**src/rtl/spi_regbus_pkg.sv**
```systemverilog
package spi_regbus_pkg;

  // Strobes from the frame controller to the datapath
  typedef struct packed {
    logic clearFrame;  // chip select high: drop frame state
    logic sampleBit;   // rising serial edge: shift MOSI in
    logic latchCmd;    // first byte complete
    logic latchReg;    // second byte complete
    logic pushData;    // a write data byte complete
    logic loadTx;      // turnaround falling edge: load the return word
    logic txFromBus;   // load bus data (valid pair) or zeros
    logic shiftTx;     // falling serial edge: advance MISO
  } dpCtrl_t;

  // Sparse map of addressable block/subblock pairs
  function automatic logic isValidPair(input logic [2:0] blk, input logic [3:0] sub);
    case (blk)
      3'd1:             isValidPair = (sub <= 4'd4) || (sub == 4'd6);
      3'd3, 3'd4, 3'd5: isValidPair = (sub <= 4'd1);
      3'd2, 3'd7:       isValidPair = (sub == 4'd0);
      default:          isValidPair = 1'b0;
    endcase
  endfunction

endpackage

```
**src/rtl/spi_regbus_sync.sv**
```systemverilog
module spi_regbus_sync #(
  parameter int               WIDTH     = 3,
  parameter int               STAGES    = 2,
  parameter logic [WIDTH-1:0] RESET_VAL = '0
) (
  input  logic             clk,
  input  logic             rstN,
  input  logic [WIDTH-1:0] asyncIn,
  output logic [WIDTH-1:0] syncOut
);

  logic [WIDTH-1:0] pipe [STAGES];

  always_ff @(posedge clk or negedge rstN) begin
    if (!rstN) pipe[0] <= RESET_VAL;
    else       pipe[0] <= asyncIn;
  end

  for (genvar s = 1; s < STAGES; s++) begin : g_stage
    always_ff @(posedge clk or negedge rstN) begin
      if (!rstN) pipe[s] <= RESET_VAL;
      else       pipe[s] <= pipe[s-1];
    end
  end

  assign syncOut = pipe[STAGES-1];

endmodule

```
**src/rtl/spi_regbus_ctrl.sv**
```systemverilog
module spi_regbus_ctrl
  import spi_regbus_pkg::*;
#(
  parameter int PAD_BYTES  = 2,
  parameter int DATA_BYTES = 4
) (
  input  logic       clk,
  input  logic       rstN,
  input  logic       sclkS,
  input  logic       csnS,
  input  logic [7:0] cmdByte,
  output dpCtrl_t    dpCtl,
  output logic       busWrEn,
  output logic       busRdEn
);

  localparam int FRAME_BYTES = 2 + PAD_BYTES + DATA_BYTES;
  localparam int CNT_W       = $clog2(FRAME_BYTES + 1);
  localparam logic [CNT_W-1:0] IDX_CMD   = '0;
  localparam logic [CNT_W-1:0] IDX_REG   = CNT_W'(1);
  localparam logic [CNT_W-1:0] IDX_TURN  = CNT_W'(1 + PAD_BYTES);
  localparam logic [CNT_W-1:0] IDX_WLAST = CNT_W'(1 + DATA_BYTES);
  localparam logic [CNT_W-1:0] IDX_SAT   = CNT_W'(FRAME_BYTES);

  logic             sclkPrev;
  logic [2:0]       bitCnt;
  logic [CNT_W-1:0] byteCnt;
  logic             loadPending;
  logic             sclkRise, sclkFall, byteDone;
  logic             cmdWrite, pairOk;

  assign sclkRise = sclkS & ~sclkPrev;
  assign sclkFall = ~sclkS & sclkPrev;
  assign byteDone = sclkRise & ~csnS & (bitCnt == 3'd7);
  assign cmdWrite = cmdByte[4];
  assign pairOk   = isValidPair(cmdByte[7:5], cmdByte[3:0]);

  always_comb begin
    dpCtl            = '0;
    dpCtl.clearFrame = csnS;
    dpCtl.sampleBit  = sclkRise & ~csnS;
    dpCtl.latchCmd   = byteDone && (byteCnt == IDX_CMD);
    dpCtl.latchReg   = byteDone && (byteCnt == IDX_REG);
    dpCtl.pushData   = byteDone && cmdWrite && (byteCnt > IDX_REG) && (byteCnt <= IDX_WLAST);
    dpCtl.loadTx     = sclkFall & ~csnS & loadPending;
    dpCtl.txFromBus  = pairOk;
    dpCtl.shiftTx    = sclkFall & ~csnS & ~loadPending;
  end

  always_ff @(posedge clk or negedge rstN) begin
    if (!rstN) begin
      sclkPrev    <= 1'b0;
      bitCnt      <= '0;
      byteCnt     <= '0;
      loadPending <= 1'b0;
      busWrEn     <= 1'b0;
      busRdEn     <= 1'b0;
    end else begin
      sclkPrev <= sclkS;
      busWrEn  <= byteDone && (byteCnt == IDX_WLAST) && cmdWrite && pairOk;
      busRdEn  <= byteDone && (byteCnt == IDX_REG) && !cmdWrite && pairOk;
      if (csnS) begin
        bitCnt      <= '0;
        byteCnt     <= '0;
        loadPending <= 1'b0;
      end else begin
        if (sclkRise) bitCnt <= bitCnt + 3'd1;
        if (byteDone && byteCnt != IDX_SAT) byteCnt <= byteCnt + CNT_W'(1);
        if (byteDone && byteCnt == IDX_TURN && !cmdWrite) loadPending <= 1'b1;
        else if (sclkFall)                                loadPending <= 1'b0;
      end
    end
  end

  assert_one_strobe_R9: assert property (@(posedge clk) disable iff (!rstN)
    !(busWrEn && busRdEn));
  assert_wr_pulse_R3: assert property (@(posedge clk) disable iff (!rstN)
    busWrEn |=> !busWrEn);
  assert_rd_pulse_R4: assert property (@(posedge clk) disable iff (!rstN)
    busRdEn |=> !busRdEn);
  assert_rd_dir_R2: assert property (@(posedge clk) disable iff (!rstN)
    busRdEn |-> !cmdByte[4]);
  assert_map_R5: assert property (@(posedge clk) disable iff (!rstN)
    (busWrEn || busRdEn) |-> isValidPair(cmdByte[7:5], cmdByte[3:0]));
  assert_abort_R7: assert property (@(posedge clk) disable iff (!rstN)
    csnS |=> (byteCnt == '0 && bitCnt == '0 && !loadPending));

endmodule

```
**src/rtl/spi_regbus_dp.sv**
```systemverilog
module spi_regbus_dp
  import spi_regbus_pkg::*;
#(
  parameter int DATA_BYTES = 4,
  localparam int DATA_W    = 8 * DATA_BYTES
) (
  input  logic              clk,
  input  logic              rstN,
  input  logic              mosiS,
  input  logic              csnS,
  input  dpCtrl_t           dpCtl,
  input  logic [DATA_W-1:0] busRdata,
  output logic [7:0]        cmdByte,
  output logic [7:0]        regByte,
  output logic [DATA_W-1:0] wdata,
  output logic              miso
);

  logic [6:0]        rxShift;
  logic [7:0]        newByte;
  logic [DATA_W-1:0] txShift;

  assign newByte = {rxShift, mosiS};

  always_ff @(posedge clk or negedge rstN) begin
    if (!rstN) begin
      rxShift <= '0;
      cmdByte <= '0;
      regByte <= '0;
      wdata   <= '0;
    end else begin
      if (dpCtl.sampleBit) rxShift <= newByte[6:0];
      if (dpCtl.latchCmd)  cmdByte <= newByte;
      if (dpCtl.latchReg)  regByte <= newByte;
      if (dpCtl.pushData)  wdata   <= {wdata[DATA_W-9:0], newByte};
    end
  end

  always_ff @(posedge clk or negedge rstN) begin
    if (!rstN)                 txShift <= '0;
    else if (dpCtl.clearFrame) txShift <= '0;
    else if (dpCtl.loadTx)     txShift <= dpCtl.txFromBus ? busRdata : '0;
    else if (dpCtl.shiftTx)    txShift <= {txShift[DATA_W-2:0], 1'b0};
  end

  assign miso = ~csnS & txShift[DATA_W-1];

  assert_tx_idle_R8: assert property (@(posedge clk) disable iff (!rstN)
    csnS |=> (txShift == '0));
  assert_tx_edge_R4: assert property (@(posedge clk) disable iff (!rstN)
    (!dpCtl.loadTx && !dpCtl.shiftTx && !csnS) |=> $stable(txShift));

endmodule

```
**src/rtl/spi_regbus_bridge.sv**
```systemverilog
module spi_regbus_bridge
  import spi_regbus_pkg::*;
#(
  parameter int PAD_BYTES   = 2,
  parameter int DATA_BYTES  = 4,
  parameter int SYNC_STAGES = 2
) (
  input  logic                    clk,
  input  logic                    rstN,
  input  logic                    spiSclk,
  input  logic                    spiMosi,
  input  logic                    spiCsN,
  output logic                    spiMiso,
  output logic [2:0]              busBlock,
  output logic [3:0]              busSub,
  output logic [7:0]              busReg,
  output logic [8*DATA_BYTES-1:0] busWdata,
  output logic                    busWrEn,
  output logic                    busRdEn,
  input  logic [8*DATA_BYTES-1:0] busRdata
);

  logic       sclkS, mosiS, csnS;
  logic [7:0] cmdByte;
  dpCtrl_t    dpCtl;

  spi_regbus_sync #(.WIDTH(3), .STAGES(SYNC_STAGES), .RESET_VAL(3'b100)) sync_i (
    .clk(clk), .rstN(rstN),
    .asyncIn({spiCsN, spiSclk, spiMosi}),
    .syncOut({csnS, sclkS, mosiS})
  );

  spi_regbus_ctrl #(.PAD_BYTES(PAD_BYTES), .DATA_BYTES(DATA_BYTES)) ctrl_i (
    .clk(clk), .rstN(rstN), .sclkS(sclkS), .csnS(csnS), .cmdByte(cmdByte),
    .dpCtl(dpCtl), .busWrEn(busWrEn), .busRdEn(busRdEn)
  );

  spi_regbus_dp #(.DATA_BYTES(DATA_BYTES)) dp_i (
    .clk(clk), .rstN(rstN), .mosiS(mosiS), .csnS(csnS), .dpCtl(dpCtl),
    .busRdata(busRdata), .cmdByte(cmdByte), .regByte(busReg),
    .wdata(busWdata), .miso(spiMiso)
  );

  assign busBlock = cmdByte[7:5];
  assign busSub   = cmdByte[3:0];

endmodule

```
**config.mk**
```make
export PLATFORM = sky130hd
export DESIGN_NAME = spi_regbus_bridge
export DESIGN_NICKNAME = d
export VERILOG_FILES = /design/src/rtl/spi_regbus_pkg.sv /design/src/rtl/spi_regbus_sync.sv /design/src/rtl/spi_regbus_ctrl.sv /design/src/rtl/spi_regbus_dp.sv /design/src/rtl/spi_regbus_bridge.sv
export SDC_FILE = /design/constraint.sdc
export NUM_CORES = 1
export LEC_CHECK = 0
export BUFFER_PORTS_ARGS = -buffer_cell sky130_fd_sc_hd__buf_2
export CELL_PAD_IN_SITES_DETAIL_PLACEMENT = 0
export CELL_PAD_IN_SITES_GLOBAL_PLACEMENT = 2
export CORE_MARGIN = 2
export CORE_UTILIZATION = 37
export DETAILED_ROUTE_END_ITERATION = 16
export PLACE_DENSITY = 0.81
export SLEW_MARGIN = 40
export SYNTH_ARGS = -nofsm -noshare
export SYNTH_HDL_FRONTEND = slang
export SYNTH_HIERARCHICAL = 1
export SYNTH_SLANG_ARGS = --single-unit
export TNS_END_PERCENT = 100
```
**constraint.sdc**
```tcl
create_clock -name clk -period 2.6 [get_ports clk]
set_clock_uncertainty 0.2 [all_clocks]
set_input_delay 0.78 -clock clk [delete_from_list [all_inputs] [get_ports clk]]
set_output_delay 0.78 -clock clk [all_outputs]
set_load 0.01 [all_outputs]
```
==> results of run 1 <==
## synthesized netlist by cell type
| master | n | share of area |
|---|---|---|
| dfrtp_1 | 102 | 0.58 |
| mux2_2 | 53 | 0.13 |
| nor4b_1 | 30 | 0.059 |
| a221o_1 | 29 | 0.066 |
| clkbuf_1 | 15 | 0.013 |
| buf_2 | 7 | 0.0079 |
| buf_4 | 7 | 0.012 |
| nor2_1 | 7 | 0.0059 |
| a21oi_1 | 6 | 0.0068 |
| inv_1 | 6 | 0.0051 |
| ha_1 | 5 | 0.014 |
| mux2i_1 | 5 | 0.011 |
| o21ai_0 | 4 | 0.0045 |
| and3_1 | 3 | 0.0042 |
| nor2b_1 | 3 | 0.0042 |
| a211oi_1 | 2 | 0.0034 |
| a21boi_0 | 2 | 0.0034 |
| and3b_1 | 2 | 0.0040 |
| buf_6 | 2 | 0.0051 |
| dfstp_2 | 2 | 0.012 |
| mux2_1 | 2 | 0.0051 |
| nand2b_1 | 2 | 0.0028 |
| nand3_1 | 2 | 0.0023 |
| nand4_1 | 2 | 0.0028 |
| nand4b_1 | 2 | 0.0040 |
| nor3_1 | 2 | 0.0023 |
| nor3b_1 | 2 | 0.0034 |
| o22a_1 | 2 | 0.0040 |
| xor2_1 | 2 | 0.0040 |
| and4bb_1 | 1 | 0.0028 |
| maj3_2 | 1 | 0.0025 |
| nand3b_1 | 1 | 0.0017 |
| nand4bb_1 | 1 | 0.0025 |
| nor4_1 | 1 | 0.0014 |
| o31ai_1 | 1 | 0.0017 |
| or3_1 | 1 | 0.0014 |
| or3b_2 | 1 | 0.0020 |
## area by class of cell
type,count,share of cell area
Clock buffer,10,0.04510
Tap cell,143,0.03377
Clock inverter,6,0.01110
Sequential cell,104,0.4916
Inverter,6,0.004250
Multi-Input combinational cell,177,0.3122
Timing Repair Buffer,97,0.1020
## metal layers
metal,vias to the layer above,track usage,part of all wire
li1,1358,-,-
met1,1517,0.2144,0.49
met2,100,0.2132,0.45
met3,12,0.03107,0.053
met4,0,0.04878,0.013
met5,-,0,0
## cell families after synthesis
| kind of cell | count (synthesis) | share of synthesized area |
|---|---|---|
| AOI/OAI and AO/OA | 46 | 0.08937 |
| xor gates and xnor gates | 2 | 0.003960 |
| muxes | 60 | 0.1513 |
| DFF | 104 | 0.5888 |
| and+or+nand+nor | 63 | 0.1072 |
| adders and majority gates | 6 | 0.01669 |
| buffers and inverters | 37 | 0.04270 |
## stage by stage
stage	cell area, um2	worst slack (ns)
finish	5299	0.3257
global route	5299	0.1858
CTS	5293	0.3015
detailed placement	4995	0.3364
global placement	4995	0.3864
floorplan	4424	0.3799
## sequential cells by signal, summed over array words and instances (netlist names), 3 cells and up
| signal | count |
|---|---|
| ctrl_i/bitCnt | 3 |
| ctrl_i/byteCnt | 4 |
| dp_i/cmdByte | 8 |
| dp_i/wdata | 32 |
| dp_i/regByte | 8 |
| sync_i/pipe | 3 |
| dp_i/rxShift | 7 |
| sync_i/syncOut | 3 |
| dp_i/txShift | 32 |
## critical path: stages, from the launching register on
cell     delay (ns)
dfrtp_1        0.43
nor3b_1        0.16
o31ai_1        0.39
nor2_1         0.14
and3b_1        0.20
buf_4          0.22
a221o_1        0.38
## placed cells by master (no fill, tap or decap), types with 2 or more instances in the layout
cell type	netlist	final
a211oi_1	2	2
a21boi_0	2	2
a21oi_1	6	6
a221o_1	29	29
and3_1	3	3
and3b_1	2	2
buf_12	0	2
buf_2	7	85
buf_4	7	10
clkbuf_16	0	9
dfrtp_1	102	102
dfstp_2	2	2
ha_1	5	5
inv_1	6	6
inv_6	0	4
mux2_1	2	2
mux2_2	53	53
mux2i_1	5	5
nand2b_1	2	2
nand3_1	2	2
nand4_1	2	2
nand4b_1	2	2
nor2_1	7	7
nor2b_1	3	3
nor3_1	2	2
nor4b_1	30	29
o21ai_0	4	4
o22a_1	2	2
xor2_1	2	2
## power by group through the flow
stage	combinational [W]	clock [W]	sequential, W
after detailed placement	0.000147	0	0.00178
after CTS	0.000148	0.00138	0.00175
after global placement	0.000144	0	0.00178
after floorplan	0.0000766	0	0.00173
final	0.000146	0.00133	0.00174
after global routing	0.000162	0.00145	0.00176
## final timing paths
check                           depth (start not counted)                end  slack [ns]       startpoint
max in group asynchronous                               2  sync_i/syncOut[2]        1.47             rstN
min in group clk                                        0  sync_i/syncOut[1]        0.15   sync_i/pipe[4]
worst min register to register                          0  sync_i/syncOut[1]        0.15   sync_i/pipe[4]
worst max register to register                          6   dp_i/txShift[27]        0.33  dp_i/cmdByte[6]
worst max-delay path                                    6   dp_i/txShift[27]        0.33  dp_i/cmdByte[6]
worst min-delay path                                    1    dp_i/regByte[0]        0.12             rstN
==> reports/metrics.csv, run 1 <==
stage,metric,value,unit
status,outcome,"complete, no violations",
die,io_pins,87,
placement,post-place-cells,527,
clocking,clock_path_buffers,2,
detailed_routing,viasPerCell,5.501,
final_layout,layout-drive-gt1-share,0.4325,
die,die_h,113.4,um
final_layout,multi_input_area,0.001654,mm2
power_and_ir_drop,switchingPower,0.0007821,W
critical_path,arrival,2.30,ns
sta,worst_pin_slew,0.6125,ns
grt,grt_antenna_before_repair,0,
final_layout,final-seq-area,0.002605,mm2
final_layout,layout.nets,437,
synth,synth_warnings,6,
critical_path,cp.required,2.62,ns
detailed_routing,totalWireLength,9.086,mm
detailed_routing,via_count,2987,
clocking,cts.sink_count,104,
synth,syn_avg_cell_area,13.91,um2
critical_path,path_max_fanout,29,
sta,final_max_slew_viol_count,0,
sta,setup_viol,0,
power_and_ir_drop,peakVddDrop,0.3148,mV
final_layout,area_growth,19.77,%
die,dieWidth,113.4,um
synth,synth_nets,360,
power_and_ir_drop,combinationalPowerShare,0.045,
grt,grt_pass1_wl,14.94,mm
detailed_routing,drc,0,
sta,max_freq,439.7,MHz
sta,whs,0.1166,ns
sta,rsz0062_at_grt,no,
sta,min_period_over_period,0.8747,
detailed_routing,wire_per_inst,16.73,um
power_and_ir_drop,p_int,0.002436,W
die,initial_core_util,0.3826,
grt,grt_max_degree,50,
power_and_ir_drop,pwr-share-clk,0.413,
final_layout,post-route-util,0.4582,
grt,first_global_vias,2855,
clocking,clockRootBuffer,clkbuf_16,
final_layout,instances_no_fill,543,
grt,grt_remaining_overflow,0,
power_and_ir_drop,power_density,607.4,mW/mm2
clocking,htree_levels,3,
clocking,cts_tree,yes,
grt,grt_usage,0.1453,
power_and_ir_drop,power.leakage,2.695,nW
detailed_routing,detail-route-antenna-nets,0,
clocking,cts_buffers,9,
synth,yosysUniqueCellTypes,37,
critical_path,endpoint_kind,register,
die,dieArea,0.01285,mm2
die,core,0.01156,mm2
clocking,clock_latency,0.34,ns
clocking,holdBufCountCts,0,
synth,syn_area,0.004424,mm2
placement,portBuffers,86,
final_layout,fillers,1050,
placement,finalWeightedCongestion,0.7518,
power_and_ir_drop,p_total,0.003218,W
critical_path,criticalPathCategory,register to register,
sta,slew_headroom,0.5902,
power_and_ir_drop,p_seq_frac,0.542,
synth,syn_inst,318,
die,rows,39,
clocking,postCtsResizedCells,0,
final_layout,num_antenna_cells,0,
synth,yosysSeqAreaShare,0.5888,
sta,min_period,2.274,ns
placement,hpwl,6.129,mm
detailed_routing,drt_pre_antenna_iters,4,
hold_path,min_path_type,input port to async pin,
clocking,clk_transition_reported_paths,0.07,ns
power_and_ir_drop,sw_frac_of_total,0.2430,
clocking,cts_setup_buffers,0,
synth,synth_seq_cells,104,
detailed_routing,drt_iter0_drc,213,
flow_run,maxCapViolations,0,
critical_path,startpoint_type,register,
sta,fin_tns_setup,0,ns
sta,hold_viol_final,0,
Note: power is estimated with default switching activity, not from simulation.
==> inputs of run 2 (changes only) <==
PLACE_DENSITY = not set   (was 0.81)
PLACE_DENSITY_LB_ADDON = 0.15   (was not set)
==> run 2 against run 1 <==
Net effect:
- maximum frequency is 8.6% lower
- critical path depth decreased by 3
- final area increased by 1.4%
- utilization is 0.64 points higher
- critical endpoint is now spiMiso
- via count down 1.1%
- clock-buffer cell count grew 2
==> reports/metrics.csv, run 2 (synthesis results as in run 1) <==
stage,metric,value,unit
clocking,clock_latency,0.34,ns
sta,max_freq,401.9,MHz
die,initial_core_util,0.3826,
placement,hpwl,6.404,mm
placement,portBuffers,86,
sta,fin_tns_setup,0,ns
grt,grt_remaining_overflow,0,
die,rows,39,
final_layout,final_common_cell,dfrtp_1,
sta,min_period_over_period,0.9570,
critical_path,arrival,1.51,ns
detailed_routing,drc,0,
critical_path,criticalPathCategory,register to output pin,
clocking,clockRootBuffer,clkbuf_16,
grt,grt_usage,0.1557,
grt,grt_antenna_before_repair,0,
die,die_h,113.4,um
clocking,clk_transition_reported_paths,0.07,ns
power_and_ir_drop,p_total,0.003458,W
hold_path,min_path_type,register to register,
critical_path,startpoint_type,register,
detailed_routing,drt_iter0_drc,151,
clocking,holdBufCountCts,0,
clocking,cts.sink_count,104,
final_layout,fillers,1044,
hold_path,hold_path_end,sync_i/syncOut[1],
power_and_ir_drop,power_density,643.5,mW/mm2
grt,grt_pass1_wl,15.62,mm
final_layout,multi_input_area,0.001648,mm2
die,dieArea,0.01285,mm2
status,outcome,"complete, no violations",
detailed_routing,detail-route-antenna-nets,0,
detailed_routing,via_count,2955,
sta,worst_pin_slew,0.8345,ns
detailed_routing,viasPerCell,5.432,
die,core,0.01156,mm2
flow_run,maxCapViolations,0,
grt,first_global_vias,2900,
critical_path,r2r_slack,0.35,ns
final_layout,final_cell_mix,"dfrtp_1 (102), buf_2 (85), mux2_2 (53)",
sta,hold_viol_final,0,
sta,min_period,2.488,ns
critical_path,rr_worst_depth,6,
sta,setup_viol,0,
critical_path,timing.rr.start,dp_i/cmdByte[6],
critical_path,cp.required,1.62,ns
placement,finalWeightedCongestion,0.7297,
die,io_pins,87,
hold_path,min_path_cells,0,
clocking,postCtsResizedCells,0,
detailed_routing,drt_pre_antenna_iters,4,
clocking,htree_levels,3,
hold_path,hold_start,sync_i/pipe[4],
power_and_ir_drop,peakVddDrop,0.3530,mV
critical_path,r2r_end,dp_i/txShift[1],
final_layout,layout-drive-gt1-share,0.4289,
sta,final_max_slew_viol_count,0,
critical_path,endpoint_kind,output pin,
grt,grt_max_degree,39,
clocking,cts_tree,yes,
final_layout,final-seq-area,0.002605,mm2
sta,rsz0062_at_grt,no,
clocking,clock_path_buffers,2,
final_layout,num_antenna_cells,0,
detailed_routing,totalWireLength,9.687,mm
sta,slew_headroom,0.4412,
detailed_routing,wire_per_inst,17.81,um
clocking,cts_buffers,9,
clocking,cts_setup_buffers,0,
power_and_ir_drop,power.leakage,2.729,nW
critical_path,path_max_fanout,23,
final_layout,layout.nets,438,
final_layout,largestRegisters,"dp_i/txShift: 32 flops, dp_i/wdata: 32 flops",
final_layout,area_growth,21.44,%
die,dieWidth,113.4,um
## run 2: cell types whose count changed in the layout (fill, tap and decap cells not counted), sizes merged
cell / change
buf: +1
bufinv: +3
clkbuf: +2
clkinv: -1
clkinvlp: -1
inv: -3
## run 2: cell type report
| type | instances | area share |
|---|---|---|
| clock buffers | 12 | 0.04588 |
| flip-flops and latches | 104 | 0.4849 |
| well taps | 143 | 0.03330 |
| multi-input cells | 177 | 0.3067 |
| repair buffers | 98 | 0.1067 |
| inverters | 6 | 0.004192 |
| clock inverters | 4 | 0.01840 |
## run 2: metrics by stage
stage / utilization / cells / setup WS [ns] / hold WS (ns) / instance area [um2]
after floorplan: - / 318 / 0.3799 / 0.1312 / 4424
after global placement: 0.4347 / 528 / 0.3815 / 0.1405 / 5027
after detailed placement: 0.4347 / 528 / 0.3502 / 0.1386 / 5027
after CTS: 0.4646 / 544 / 0.06777 / 0.1547 / 5373
after global routing: 0.4646 / 544 / 0.008268 / 0.1624 / 5373
final: 0.4646 / 544 / 0.1118 / 0.1560 / 5373
## run 2: layer usage
| metal | vias up | global-route usage | part of all wire | routed length (um) |
|---|---|---|---|---|
| met1 | 1490 | 0.2278 | 0.48 | 4646 |
| li1 | 1353 | - | - | - |
| met2 | 95 | 0.2204 | 0.45 | 4315 |
| met5 | - | 0 | 0 | 0 |
| met4 | 0 | 0.07805 | 0.027 | 257 |
| met3 | 17 | 0.02999 | 0.048 | 466 |
## run 2: worst max path at each step
| stage | end | slack [ns] | startpoint | cells after the start |
|---|---|---|---|---|
| after floorplan | dp_i/txShift[19] | 0.38 | sync_i/syncOut[2] | 7 |
| after global placement | dp_i/regByte[3] | 0.38 | ctrl_i/bitCnt[0] | 5 |
| after detailed placement | dp_i/txShift[14] | 0.35 | dp_i/cmdByte[6] | 6 |
| after CTS | spiMiso | 0.07 | sync_i/syncOut[2] | 3 |
| after global routing | spiMiso | 0.008 | sync_i/syncOut[2] | 3 |
| final | spiMiso | 0.11 | sync_i/syncOut[2] | 3 |
## run 2: where the power goes
group / switching (W) / leakage [nW] / internal, W
sequential: 0.0000761 / 1.42 / 0.00167
combinational: 0.0000800 / 1.14 / 0.0000724
clock: 0.000587 / 0.167 / 0.000972
## run 2: worst max-delay path: stages, from the launching register on
cell     delay (ns)
dfstp_2        0.62
buf_4          0.29
nor2b_1        0.10
buf_2          0.15
==> inputs of run 3 (changes only) <==
RECOVER_POWER = 100   (was not set)
==> run 3 against run 2 <==
Net effect:
- sequential power is essentially flat
- maximum frequency increased by 0.14%
- total power is 0.18% lower
- hold slack about the same
- die area is the same
- worst setup slack improved by 0.0034 ns
- non-clock buffer count unchanged
- global-route usage unchanged
- register-to-register slack lost 0.16 ns
- clock-buffer cell count stayed put
- utilization shrank 1.0 points
- highest routed layer unchanged
==> reports/metrics.csv, run 3 (synthesis results as in run 1) <==
stage,metric,value,unit
clocking,cts_setup_buffers,0,
sta,hold_viol_final,0,
grt,grt_antenna_before_repair,0,
die,dieWidth,113.4,um
final_layout,final_cell_mix,"dfrtp_1 (102), clkbuf_1 (55), mux2_2 (53)",
grt,first_global_vias,2900,
detailed_routing,viasPerCell,5.408,
status,outcome,"complete, no violations",
final_layout,layout-drive-gt1-share,0.2943,
clocking,postCtsResizedCells,0,
grt,grt_usage,0.1557,
critical_path,endpoint_kind,output pin,
detailed_routing,drt_iter0_drc,154,
critical_path,cp-startpoint,sync_i/syncOut[2],
final_layout,final_common_cell,dfrtp_1,
sta,min_period,2.485,ns
sta,min_period_over_period,0.9557,
power_and_ir_drop,power_density,656.8,mW/mm2
sta,final_max_slew_viol_count,0,
sta,slew_headroom,0.3535,
grt,grt_pass1_wl,15.62,mm
placement,portBuffers,86,
die,dieArea,0.01285,mm2
detailed_routing,totalWireLength,9.754,mm
detailed_routing,wire_per_inst,17.93,um
power_and_ir_drop,p_seq_frac,0.506,
hold_path,hold_start,sync_i/pipe[4],
hold_path,min_path_type,register to register,
clocking,clockRootBuffer,clkbuf_16,
sta,whs,0.1560,ns
power_and_ir_drop,combinationalPowerShare,0.042,
critical_path,path_max_fanout,23,
flow_run,maxCapViolations,0,
sta,setup_viol,0,
final_layout,area_growth,18.78,%
power_and_ir_drop,switchingPower,0.0007436,W
die,die_h,113.4,um
die,initial_core_util,0.3826,
sta,max_freq,402.4,MHz
grt,grt_remaining_overflow,0,
grt,grt_max_degree,39,
power_and_ir_drop,power.leakage,2.486,nW
detailed_routing,via_count,2942,
sta,rsz0062_at_grt,no,
final_layout,post-route-util,0.4544,
clocking,htree_levels,3,
placement,hpwl,6.404,mm
clocking,clock_latency,0.35,ns
sta,fin_tns_setup,0,ns
power_and_ir_drop,p_int,0.002708,W
placement,finalWeightedCongestion,0.7297,
final_layout,layout.nets,438,
critical_path,criticalPathCategory,register to output pin,
final_layout,num_antenna_cells,0,
sta,worst_pin_slew,0.9697,ns
detailed_routing,drt_pre_antenna_iters,4,
power_and_ir_drop,pwr-share-clk,0.452,
clocking,cts_tree,yes,
detailed_routing,detail-route-antenna-nets,0,
die,core,0.01156,mm2
critical_path,timing.rr.start,ctrl_i/bitCnt[0],
clocking,clk_transition_reported_paths,0.07,ns
final_layout,largestRegisters,"dp_i/txShift: 32 flops, dp_i/wdata: 32 flops",
die,rows,39,
critical_path,arrival,1.50,ns
power_and_ir_drop,sw_frac_of_total,0.2154,
power_and_ir_drop,peakVddDrop,0.3635,mV
clocking,cts_buffers,9,
clocking,cts.sink_count,104,
detailed_routing,drc,0,
critical_path,startpoint_type,register,
clocking,holdBufCountCts,0,
critical_path,cp.required,1.62,ns
clocking,clock_path_buffers,2,
die,io_pins,87,
[run 3: changes by cell type in the layout (fill, tap and decap cells not counted), sizes merged]
cell | previous run | this run
buf | 98 | 39
clkbuf | 12 | 71
[run 3: per-stage QoR]
| stage | setup slack (ns) | cells | instance area [um2] | total power (W) |
|---|---|---|---|---|
| floorplan | 0.3799 | 318 | 4424 | 0.001811 |
| global placement | 0.3815 | 528 | 5027 | 0.001932 |
| detailed placement | 0.3502 | 528 | 5027 | 0.001936 |
| CTS | 0.06777 | 544 | 5373 | 0.003518 |
| global route | 0.01877 | 544 | 5255 | 0.003592 |
| finish | 0.1152 | 544 | 5255 | 0.003451 |
[run 3: path summary, 6_finish.rpt]
| check | endpoint | slack (ns) | cells past startpoint |
|---|---|---|---|
| max | spiMiso | 0.12 | 3 |
| min | sync_i/syncOut[1] | 0.16 | 0 |
| max reg2reg | dp_i/wdata[12] | 0.19 | 6 |
| min reg2reg | sync_i/syncOut[1] | 0.16 | 0 |
| max in group asynchronous | dp_i/wdata[29] | 0.66 | 2 |
| min in group asynchronous | dp_i/regByte[2] | 0.37 | 1 |
[run 3: power by group through the flow]
stage               clock (W)  combinational, W  sequential, W
global route          0.00167          0.000164        0.00176
CTS                   0.00161          0.000158        0.00175
floorplan                   0         0.0000766        0.00173
detailed placement          0          0.000156        0.00178
global placement            0          0.000154        0.00178
finish                0.00156          0.000146        0.00175
[run 3: cell type report]
cell class,instances,area (um2)
Clock buffer,12,246.5
Clock inverter,4,98.84
Fill cell,1073,6310
Inverter,6,22.52
Multi-Input combinational cell,177,1642
Sequential cell,104,2605
Tap cell,143,178.9
Timing Repair Buffer,98,461.7
[run 3: critical path, cell delays in order, from the launching register on]
cell     delay (ns)
dfstp_2        0.61
buf_4          0.30
nor2b_1        0.11
buf_2          0.15
[run 3: metal layers]
metal,share of wire,track usage
met2,0.44,0.2204
met3,0.043,0.02999
met5,0,0
met4,0.026,0.07805
met1,0.49,0.2278
